[src/rtl/mmnet_pkg.sv]
package mmnet_pkg;

   // Decoded target of a bus access
   typedef enum logic [1:0] {
      SEL_NONE = 2'd0,
      SEL_DATA = 2'd1,
      SEL_CTRL = 2'd2
   } mmnet_sel_e;

   // Status word bit positions (software polls these)
   localparam int unsigned STAT_RXAVAIL_BIT = 0;
   localparam int unsigned STAT_TXFREE_BIT  = 1;

   // Byte offset of the control/status word from the data word
   localparam int unsigned CTRL_OFFSET = 4;

endpackage

[src/rtl/mmnet_decode.sv]
module mmnet_decode
   import mmnet_pkg::*;
#(
   parameter int unsigned    AW        = 32,
   parameter logic [AW-1:0]  BASE_ADDR = '0
) (
   input  logic [AW-1:0] addr,
   input  logic          rd,
   input  logic          wr,
   output mmnet_sel_e    sel,
   output logic          rd_data,
   output logic          rd_ctrl,
   output logic          wr_data,
   output logic          wr_ctrl
);

   localparam logic [AW-1:0] CTRL_ADDR = BASE_ADDR + AW'(CTRL_OFFSET);

   always_comb begin
      if (addr == BASE_ADDR) begin
         sel = SEL_DATA;
      end else if (addr == CTRL_ADDR) begin
         sel = SEL_CTRL;
      end else begin
         sel = SEL_NONE;
      end
   end

   assign rd_data = rd && (sel == SEL_DATA);
   assign rd_ctrl = rd && (sel == SEL_CTRL);
   assign wr_data = wr && (sel == SEL_DATA);
   assign wr_ctrl = wr && (sel == SEL_CTRL);

endmodule

[src/rtl/mmnet_tx.sv]
module mmnet_tx #(
   parameter int unsigned DW = 32,
   parameter int unsigned XW = 4,
   parameter int unsigned YW = 4
) (
   input  logic               clk,
   input  logic               rst_n,
   input  logic               stage_we,
   input  logic [DW-1:0]      stage_d,
   input  logic               send_req,
   input  logic [XW-1:0]      dest_x,
   input  logic [YW-1:0]      dest_y,
   output logic               send_rdy,
   output logic               tx_valid,
   input  logic               tx_ready,
   output logic [XW+YW+DW-1:0] tx_flit
);

   localparam int unsigned FW = XW + YW + DW;

   logic [DW-1:0] stage_q;
   logic [FW-1:0] flit_q;
   logic          pend_q;
   logic          launch;

   // Staging register: free to change at any time, the flit is a copy
   always_ff @(posedge clk or negedge rst_n) begin
      if (!rst_n) begin
         stage_q <= '0;
      end else if (stage_we) begin
         stage_q <= stage_d;
      end
   end

   assign launch = send_req && !pend_q;

   always_ff @(posedge clk or negedge rst_n) begin
      if (!rst_n) begin
         pend_q <= 1'b0;
         flit_q <= '0;
      end else if (launch) begin
         pend_q <= 1'b1;
         flit_q <= {dest_y, dest_x, stage_q};
      end else if (pend_q && tx_ready) begin
         pend_q <= 1'b0;
      end
   end

   assign send_rdy = !pend_q;
   assign tx_valid = pend_q;
   assign tx_flit  = flit_q;

endmodule

[src/rtl/mmnet_rx.sv]
module mmnet_rx #(
   parameter int unsigned DW    = 32,
   parameter int unsigned DEPTH = 4
) (
   input  logic          clk,
   input  logic          rst_n,
   input  logic          in_valid,
   output logic          in_ready,
   input  logic [DW-1:0] in_data,
   input  logic          pop,
   output logic          avail,
   output logic [DW-1:0] head
);

   generate
      if (DEPTH == 1) begin : g_single
         logic          full_q;
         logic [DW-1:0] word_q;

         always_ff @(posedge clk or negedge rst_n) begin
            if (!rst_n) begin
               full_q <= 1'b0;
               word_q <= '0;
            end else if (in_valid && (!full_q || pop)) begin
               full_q <= 1'b1;
               word_q <= in_data;
            end else if (pop) begin
               full_q <= 1'b0;
            end
         end

         // Single slot: a pop frees room in the same cycle
         assign in_ready = !full_q || pop;
         assign avail    = full_q;
         assign head     = word_q;
      end else begin : g_ring
         localparam int unsigned PW = $clog2(DEPTH);
         localparam int unsigned CW = $clog2(DEPTH + 1);
         localparam logic [PW-1:0] LAST = PW'(DEPTH - 1);
         localparam logic [CW-1:0] FULL = CW'(DEPTH);

         logic [DW-1:0] mem [DEPTH];
         logic [PW-1:0] wr_ptr, rd_ptr;
         logic [CW-1:0] cnt;
         logic          do_push, do_pop;

         assign do_pop  = pop && (cnt != '0);
         assign do_push = in_valid && (cnt != FULL);

         always_ff @(posedge clk or negedge rst_n) begin
            if (!rst_n) begin
               wr_ptr <= '0;
               rd_ptr <= '0;
               cnt    <= '0;
            end else begin
               if (do_push) begin
                  wr_ptr <= (wr_ptr == LAST) ? '0 : wr_ptr + 1'b1;
               end
               if (do_pop) begin
                  rd_ptr <= (rd_ptr == LAST) ? '0 : rd_ptr + 1'b1;
               end
               if (do_push && !do_pop) begin
                  cnt <= cnt + 1'b1;
               end else if (do_pop && !do_push) begin
                  cnt <= cnt - 1'b1;
               end
            end
         end

         always_ff @(posedge clk) begin
            if (do_push) begin
               mem[wr_ptr] <= in_data;
            end
         end

         assign in_ready = (cnt != FULL);
         assign avail    = (cnt != '0);
         assign head     = mem[rd_ptr];
      end
   endgenerate

endmodule

[src/rtl/mmnet_if.sv]
module mmnet_if
   import mmnet_pkg::*;
#(
   parameter int unsigned   AW        = 32,
   parameter int unsigned   DW        = 32,
   parameter int unsigned   XW        = 4,
   parameter int unsigned   YW        = 4,
   parameter int unsigned   RX_DEPTH  = 4,
   parameter logic [AW-1:0] BASE_ADDR = 32'h8000_0000
) (
   input  logic                 clk,
   input  logic                 rst_n,
   input  logic [AW-1:0]        bus_addr,
   input  logic                 bus_wr,
   input  logic                 bus_rd,
   input  logic [DW-1:0]        bus_wdata,
   output logic [DW-1:0]        bus_rdata,
   output logic                 tx_valid,
   input  logic                 tx_ready,
   output logic [XW+YW+DW-1:0]  tx_flit,
   input  logic                 rx_valid,
   output logic                 rx_ready,
   input  logic [DW-1:0]        rx_data
);

   localparam int unsigned DESTW = XW + YW;

   // Elaboration-time parameter checks
   generate
      if (DESTW > DW) begin : g_bad_dest
         $error("mmnet_if: XW+YW must fit in DW");
      end
      if (DW < 2) begin : g_bad_dw
         $error("mmnet_if: DW must hold both status flags");
      end
      if (RX_DEPTH < 1) begin : g_bad_depth
         $error("mmnet_if: RX_DEPTH must be at least 1");
      end
      if (BASE_ADDR[1:0] != 2'b00) begin : g_bad_base
         $error("mmnet_if: BASE_ADDR must be word aligned");
      end
   endgenerate

   mmnet_sel_e  sel;
   logic        rd_data, rd_ctrl, wr_data, wr_ctrl;
   logic        send_rdy;
   logic        rx_avail;
   logic [DW-1:0] rx_head;
   logic [DW-1:0] status_word;
   logic        unused_wdata;

   mmnet_decode #(
      .AW        (AW),
      .BASE_ADDR (BASE_ADDR)
   ) u_decode (
      .addr    (bus_addr),
      .rd      (bus_rd),
      .wr      (bus_wr),
      .sel     (sel),
      .rd_data (rd_data),
      .rd_ctrl (rd_ctrl),
      .wr_data (wr_data),
      .wr_ctrl (wr_ctrl)
   );

   mmnet_tx #(
      .DW (DW),
      .XW (XW),
      .YW (YW)
   ) u_tx (
      .clk      (clk),
      .rst_n    (rst_n),
      .stage_we (wr_data),
      .stage_d  (bus_wdata),
      .send_req (wr_ctrl),
      .dest_x   (bus_wdata[XW-1:0]),
      .dest_y   (bus_wdata[DESTW-1:XW]),
      .send_rdy (send_rdy),
      .tx_valid (tx_valid),
      .tx_ready (tx_ready),
      .tx_flit  (tx_flit)
   );

   mmnet_rx #(
      .DW    (DW),
      .DEPTH (RX_DEPTH)
   ) u_rx (
      .clk      (clk),
      .rst_n    (rst_n),
      .in_valid (rx_valid),
      .in_ready (rx_ready),
      .in_data  (rx_data),
      .pop      (rd_data),
      .avail    (rx_avail),
      .head     (rx_head)
   );

   always_comb begin
      status_word = '0;
      status_word[STAT_RXAVAIL_BIT] = rx_avail;
      status_word[STAT_TXFREE_BIT]  = send_rdy;
   end

   always_comb begin
      bus_rdata = '0;
      if (rd_data && rx_avail) begin
         bus_rdata = rx_head;
      end else if (rd_ctrl) begin
         bus_rdata = status_word;
      end
   end

   generate
      if (DESTW < DW) begin : g_wd_spare
         assign unused_wdata = ^bus_wdata[DW-1:DESTW] ^ (sel == SEL_NONE);
      end else begin : g_wd_full
         assign unused_wdata = (sel == SEL_NONE);
      end
   endgenerate

endmodule

[config.mk]
export PLATFORM = sky130hd
export DESIGN_NAME = mmnet_if
export DESIGN_NICKNAME = d
export VERILOG_FILES = /design/src/rtl/mmnet_pkg.sv /design/src/rtl/mmnet_decode.sv /design/src/rtl/mmnet_tx.sv /design/src/rtl/mmnet_rx.sv /design/src/rtl/mmnet_if.sv
export SDC_FILE = /design/constraint.sdc
export NUM_CORES = 1
export LEC_CHECK = 0
export ABC_AREA = 1
export ABC_CLOCK_PERIOD_IN_PS = 2960
export BUFFER_PORTS_ARGS = -buffer_cell sky130_fd_sc_hd__buf_2
export CAP_MARGIN = 10
export CORE_MARGIN = 10
export CORE_UTILIZATION = 47
export CTS_CLUSTER_DIAMETER = 200
export DETAILED_ROUTE_END_ITERATION = 12
export HOLD_SLACK_MARGIN = 0.12
export PLACE_DENSITY = 0.7
export SYNTH_ARGS = -nofsm -noshare
export SYNTH_HDL_FRONTEND = slang
export SYNTH_SLANG_ARGS = --single-unit
[constraint.sdc]
create_clock -name clk -period 2.96 [get_ports clk]
set_input_delay 0.444 -clock clk [delete_from_list [all_inputs] [get_ports clk]]
set_output_delay 0.444 -clock clk [all_outputs]
set_load 0.005 [all_outputs]
==> flow_metrics.py, run 1 <==
metrics = {
    "outcome": {
        "outcome": "complete, no violations",
    },
    "detailed_routing": {
        "first_iter_violations": 446,
        "vias": 6269,
        "wl_per_cell_um": 16.78,
        "first_pass_iters": 5,
        "wirelength_mm": 21.07,
        "final_antenna_net_count": 0,
        "vias_per_cell": 4.991,
        "drc": 0,
    },
    "logic_synthesis": {
        "synth_seq_area_share": 0.6612,
        "ys_warn_count": 0,
        "synth-seq-cells": 208,
        "synth_fp_nets": 936,
        "yosysUniqueCellTypes": 28,
        "syn_area_mm2": 0.008841,
        "synth_area_per_cell_um2": 10.69,
        "synthCells": 827,
    },
    "cts": {
        "clk_latency_ps": 510,
        "htreeDepth": 1,
        "cts_buffers": 22,
        "clock_sinks": 208,
        "cts-root-to-sink-buffers": 3,
        "clockRootBuffer": "clkbuf_16",
        "tritoncts": "done",
        "clk_pin_slew_ps": 60,
        "cts_resized": 0,
    },
    "layout": {
        "drive_gt1_frac": 0.2728,
        "syn_to_final_growth_pct": 20.17,
        "mostFrequentLayoutCell": "buf_2",
        "fin_cells": 1256,
        "final_area_mm2": 0.01062,
        "fillers": 1530,
        "mostFrequentLayoutCells": "buf_2 (174), nand2_1 (172), nor2_1 (146)",
        "final_nets": 1113,
    },
    "timing": {
        "setup_viol": 0,
        "fin_crit_ps": 2643,
        "period_share": 0.8931,
        "relSlewSlack": 0.5298,
        "rsz0062_at_grt": "false",
        "slew_violations": 0,
        "worst_pin_slew_ps": 705.3,
        "finalHoldViolCount": 0,
        "fin_worst_skew_ps": 19.64,
        "fin_setup_tns_ps": 0,
        "fin_ws_ps": 316.5,
        "fmax_ghz": 0.3783,
    },
    "pwr": {
        "irDropWorstVdd_mv": 0.5977,
        "p_per_area_mw_per_mm2": 646.2,
        "leakage_nw": 4.913,
    },
    "worst_setup_path": {
        "worst_setup_path_end_kind": "output pin",
        "path_buf_inv": 2,
        "worst_ep_required_time_ps": 2520,
        "max_stage_delay_ps": 550,
        "path_cells": "buf_4 -> o21ai_0 -> o22ai_1 -> nand3_1 -> nand2_1 -> buf_2",
        "path_class": "reg2out",
        "path_delay_family": "buffers and inverters",
        "arrival_ps": 2200,
        "cp_slowest_cell": "buf_4",
        "start_kind": "flip-flop",
        "cp_max_fo": 65,
    },
    "placed_design": {
        "hpwl_mm": 13.73,
        "place_area_mm2": 0.009915,
        "dp_cells": 1208,
        "port_buffers": 175,
        "place_ws_ps": 400.5,
        "place_congestion": 0.7893,
    },
    "global_routing": {
        "grt-ovfl-total": 0,
        "grt_pass1_wl_mm": 32.33,
        "antenna_found_initial": 3,
        "grt_usage": 0.1634,
        "grt_max_degree": 66,
        "grt_pass1_vias": 6132,
    },
    "floorplanning": {
        "io_pins": 176,
        "coreArea_mm2": 0.01858,
        "dieArea_mm2": 0.02470,
        "start_util": 0.4758,
        "die_x_um": 157.2,
        "rows": 50,
        "die_h_um": 157.2,
    },
    "run": {
        "drv_cap": 0,
    },
    "worst_hold_path": {
        "hold_path_class": "in2reg",
    },
}
-- final timing paths --
| check | to | slack [ps] | startpoint | cells after the start |
|---|---|---|---|---|
| setup / recovery | bus_rdata[1] | 320 | u_rx.g_ring.rd_ptr[0] | 6 |
| hold / removal | u_rx.g_ring.mem[0][20] | 140 | rx_data[20] | 1 |
| setup reg to reg | u_rx.g_ring.cnt[2] | 640 | u_rx.g_ring.cnt[0] | 11 |
| hold reg to reg | u_tx.tx_flit[14] | 460 | u_tx.tx_flit[14] | 2 |
| max in group asynchronous | u_tx.tx_flit[32] | 1730 | rst_n | 3 |
| min in group asynchronous | u_tx.stage_q[27] | 550 | rst_n | 2 |
-- layer usage --
layer / share of wire / up-vias / global-route usage
met2: 0.47 / 195 / 0.2682
met3: 0.082 / 23 / 0.04312
met1: 0.43 / 2933 / 0.2094
met4: 0.017 / 0 / 0.04586
met5: 0 / - / 0
li1: - / 3118 / -
-- registers in the layout, indices dropped and copies added, names as in the netlist --
signal,flops
u_tx.tx_valid,1
u_rx.g_ring.wr_ptr,2
u_rx.g_ring.mem,128
u_rx.g_ring.rd_ptr,2
u_tx.tx_flit,40
u_rx.g_ring.cnt,3
u_tx.stage_q,32
-- per-stage QoR --
step	power, mW	hold slack, ps	utilization
finish	6.865	144.6	0.5718
global route	7.183	134.1	0.5715
CTS	6.945	125.4	0.5694
detailed placement	4.440	453.5	0.5336
global placement	4.412	449.5	0.5336
floorplan	4.061	148.4	-
-- cells in the mapped netlist --
cell type,count,area [µm²]
xnor2_1,1,8.760
o211ai_1,2,15.01
a21oi_1,3,15.01
clkbuf_1,18,67.56
fa_1,1,20.02
inv_1,36,135.1
and2_1,1,6.260
nor2_2,4,25.02
xor2_1,1,8.760
buf_2,11,55.05
nor2_4,2,22.52
a31oi_2,1,12.51
a21oi_2,29,254.0
buf_6,17,191.4
o21ai_1,3,15.01
nand3_1,86,430.4
nor2_1,150,563.0
nand4_1,1,6.260
dfrtp_1,80,2002
o21ai_0,62,310.3
o22ai_1,1,6.260
nand2_2,3,18.77
edfxtp_1,128,3844
nand3_4,3,52.55
ha_1,6,75.07
nand2_1,172,645.6
nor2_8,1,20.02
inv_2,4,15.01
-- power breakdown --
part / internal (mW) / switching, mW
registers: 3.50 / 0.0879
clock network: 1.42 / 1.07
logic: 0.244 / 0.538
total: 5.17 / 1.70
-- cell type report --
cell class                      count  area (µm²)  area share
Antenna cell                        3       7.507   0.0007066
Clock buffer                       31       604.3     0.05688
Clock inverter                      8       50.05    0.004711
Inverter                           40       150.1     0.01413
Multi-Input combinational cell    533        2561      0.2411
Sequential cell                   208        5847      0.5503
Tap cell                          234       292.8     0.02756
Timing Repair Buffer              199        1111      0.1046
-- cell families after synthesis --
family	Yosys count	synth area share
compound gates	101	0.07104
simple gates	423	0.2025
buf+inv	86	0.05250
fa+ha+maj	7	0.01076
xor+xnor	2	0.001982
flops	208	0.6612
-- worst register-to-register path: stages, from the launching register on --
cell,delay [ps]
dfrtp_1,400
inv_1,80
nand3_1,160
nand2_1,300
inv_1,260
ha_1,180
inv_1,70
fa_1,430
nor2_1,120
nor2_1,40
nand2_1,60
xor2_1,140
-- timing repair --
action / CTS / global route
endpoints found under the setup margin: 0 / 1
hold buffers: 1 / 0
setup buffers: 0 / 5
hold endpoints to repair: 54 / 0
Note: power is estimated with default switching activity, not from simulation.
==> run 2: changes to the inputs <==
--- a/config.mk
+++ b/config.mk
@@ -6,7 +6,7 @@
 export NUM_CORES = 1
 export LEC_CHECK = 0
 export ABC_AREA = 1
-export ABC_CLOCK_PERIOD_IN_PS = 2960
+export ABC_CLOCK_PERIOD_IN_PS = 2600
 export BUFFER_PORTS_ARGS = -buffer_cell sky130_fd_sc_hd__buf_2
 export CAP_MARGIN = 10
 export CORE_MARGIN = 10
==> constraint.sdc (replaced) <==
create_clock -name clk -period 2.6 [get_ports clk]
set_input_delay 0.39 -clock clk [delete_from_list [all_inputs] [get_ports clk]]
set_output_delay 0.39 -clock clk [all_outputs]
set_load 0.005 [all_outputs]
==> run 2 against run 1 <==
Clock-buffer cell count rose by 1. Worst setup slack got worse by 160 ps. Sequential share of layout area fell by 2.3 points. Combinational power rose by 19%. Largest cell class unchanged. Wire length rose by 2.9%. Die area did not move. Critical path depth did not move. Power rose by 20%. Flip-flop and latch count did not move. Critical endpoint is now bus_rdata[31].
==> flow_metrics.py, run 2 (synthesized netlist as in run 1, its figures left out) <==
metrics = {
    "outcome": {
        "outcome": "complete, no violations",
    },
    "worst_setup_path": {
        "path_class": "reg2out",
        "cp_slowest_cell": "dfrtp_1",
        "worst_ep_required_time_ps": 2210,
        "arrival_ps": 2050,
        "path_cells": "inv_1 -> a31oi_4 -> nand3_4 -> buf_4 -> a21oi_1 -> buf_2",
        "max_stage_delay_ps": 420,
        "worst_setup_path_end_kind": "output pin",
        "start_kind": "flip-flop",
        "cp_max_fo": 22,
    },
    "timing": {
        "fmax_ghz": 0.4101,
        "relSlewSlack": 0.5796,
        "fin_crit_ps": 2439,
        "fin_setup_tns_ps": 0,
        "rsz0062_at_grt": "false",
        "finalHoldViolCount": 0,
        "worst_pin_slew_ps": 630.7,
        "slew_violations": 0,
        "setup_viol": 0,
        "fin_worst_skew_ps": 7.386,
        "period_share": 0.9379,
    },
    "detailed_routing": {
        "final_antenna_net_count": 0,
        "vias": 6569,
        "first_pass_iters": 7,
        "drc": 0,
        "first_iter_violations": 428,
        "wl_met3_mm": 1.751,
        "met2WireLength_mm": 10.23,
        "highest_layer": "met4",
        "wl_per_cell_um": 16.77,
        "vias_per_cell": 5.084,
        "wirelength_mm": 21.67,
        "drt-met1-wl_mm": 9.108,
    },
    "floorplanning": {
        "dieArea_mm2": 0.02470,
        "die_x_um": 157.2,
        "rows": 50,
        "die_h_um": 157.2,
        "start_util": 0.4758,
        "coreArea_mm2": 0.01858,
        "io_pins": 176,
    },
    "cts": {
        "htreeDepth": 1,
        "clk_pin_slew_ps": 60,
        "clk_latency_ps": 500,
        "clock_sinks": 208,
        "cts_buffers": 22,
        "cts_setup_buffers": 0,
        "cts-root-to-sink-buffers": 3,
        "tritoncts": "done",
        "clockRootBuffer": "clkbuf_16",
    },
    "pwr": {
        "clock_power_share": 0.390,
        "switching_power_mw": 1.946,
        "pwr-share-comb": 0.113,
        "leakage_nw": 5.106,
        "p_per_area_mw_per_mm2": 741.6,
        "irDropWorstVdd_mv": 0.5877,
        "switching_share": 0.2367,
        "p_seq_frac": 0.497,
        "internal-power_mw": 6.274,
    },
    "layout": {
        "syn_to_final_growth_pct": 25.38,
        "seqCellArea_mm2": 0.005847,
        "mostFrequentLayoutCell": "buf_2",
        "fillers": 1503,
        "regMostFlops": "u_rx.g_ring.mem",
        "fin_cells": 1292,
        "multiInputGateArea_mm2": 0.002570,
        "final_nets": 1149,
        "drive_gt1_frac": 0.2642,
        "largest_register_ffs": 128,
        "mostFrequentLayoutCells": "buf_2 (174), nand2_1 (172), nor2_1 (146)",
    },
    "global_routing": {
        "grt_pass1_vias": 6541,
        "grt_max_degree": 66,
        "grt_usage": 0.1713,
        "antenna_found_initial": 2,
        "grt-ovfl-total": 0,
        "grt_pass1_wl_mm": 34.02,
    },
    "placed_design": {
        "port_buffers": 175,
        "dp_cells": 1209,
        "place_congestion": 0.7917,
        "hpwl_mm": 13.30,
    },
    "worst_hold_path": {
        "hold_path_class": "in2reg",
    },
    "run": {
        "drv_cap": 0,
    },
}
==> run 2: critical path: cells and delay by family, from the launching register on <==
kind	cells	cell delay, ps
AOI/OAI and AO/OA	2	480
buffers and inverters	3	520
DFF	1	420
and+or+nand+nor	1	110
==> run 2: worst paths after layout <==
path | start | endpoint | slack (ps) | cells after the start
min | bus_wdata[12] | u_tx.stage_q[12] | 130 | 3
max reg2reg | u_rx.g_ring.cnt[0] | u_rx.g_ring.cnt[2] | 520 | 11
min reg2reg | u_tx.tx_flit[14] | u_tx.tx_flit[14] | 460 | 2
max | u_rx.g_ring.cnt[0] | bus_rdata[31] | 160 | 6
min in group asynchronous | rst_n | u_tx.tx_flit[15] | 460 | 2
max in group asynchronous | rst_n | u_tx.tx_flit[27] | 1550 | 3
==> run 2: what timing repair did <==
action	CTS	global route
hold buffers	41	0
hold endpoints to repair	181	0
endpoints found under the setup margin	0	2
gates resized for setup	0	2
==> run 2: layout make-up <==
cell class	instances	share of cell area
flip-flops and latches	208	0.5275
multi-input cells	533	0.2319
repair buffers	235	0.1325
clock buffers	32	0.05712
well taps	234	0.02641
inverters	40	0.01366
clock inverters	8	0.01050
diodes	2	0.0004515
==> run 2: routing by layer <==
metal  global-route usage  up-vias
met5                    0        -
met4              0.05610        0
met2               0.2893      225
met3              0.03930       39
li1                     -     3195
met1               0.2131     3110
==> run 2: power groups by stage <==
| stage | registers, mW | logic [mW] | clock network, mW |
|---|---|---|---|
| final | 4.09 | 0.927 | 3.21 |
| after CTS | 4.09 | 0.930 | 3.26 |
| after detailed placement | 4.15 | 0.878 | 0 |
| after floorplan | 4.14 | 0.480 | 0 |
| after global routing | 4.12 | 1.05 | 3.40 |
| after global placement | 4.14 | 0.862 | 0 |
==> run 2: stage by stage <==
step	setup WS [ps]	cell area (µm²)	total power, mW	hold slack, ps	utilization
final	161.3	11080	8.220	130.0	0.5966
after global routing	19.19	11080	8.564	136.9	0.5966
after CTS	44.23	11070	8.274	122.5	0.5958
after detailed placement	366.6	9910	5.026	452.2	0.5333
after global placement	366.0	9910	5.002	449.4	0.5333
after floorplan	146.4	8841	4.623	94.41	-
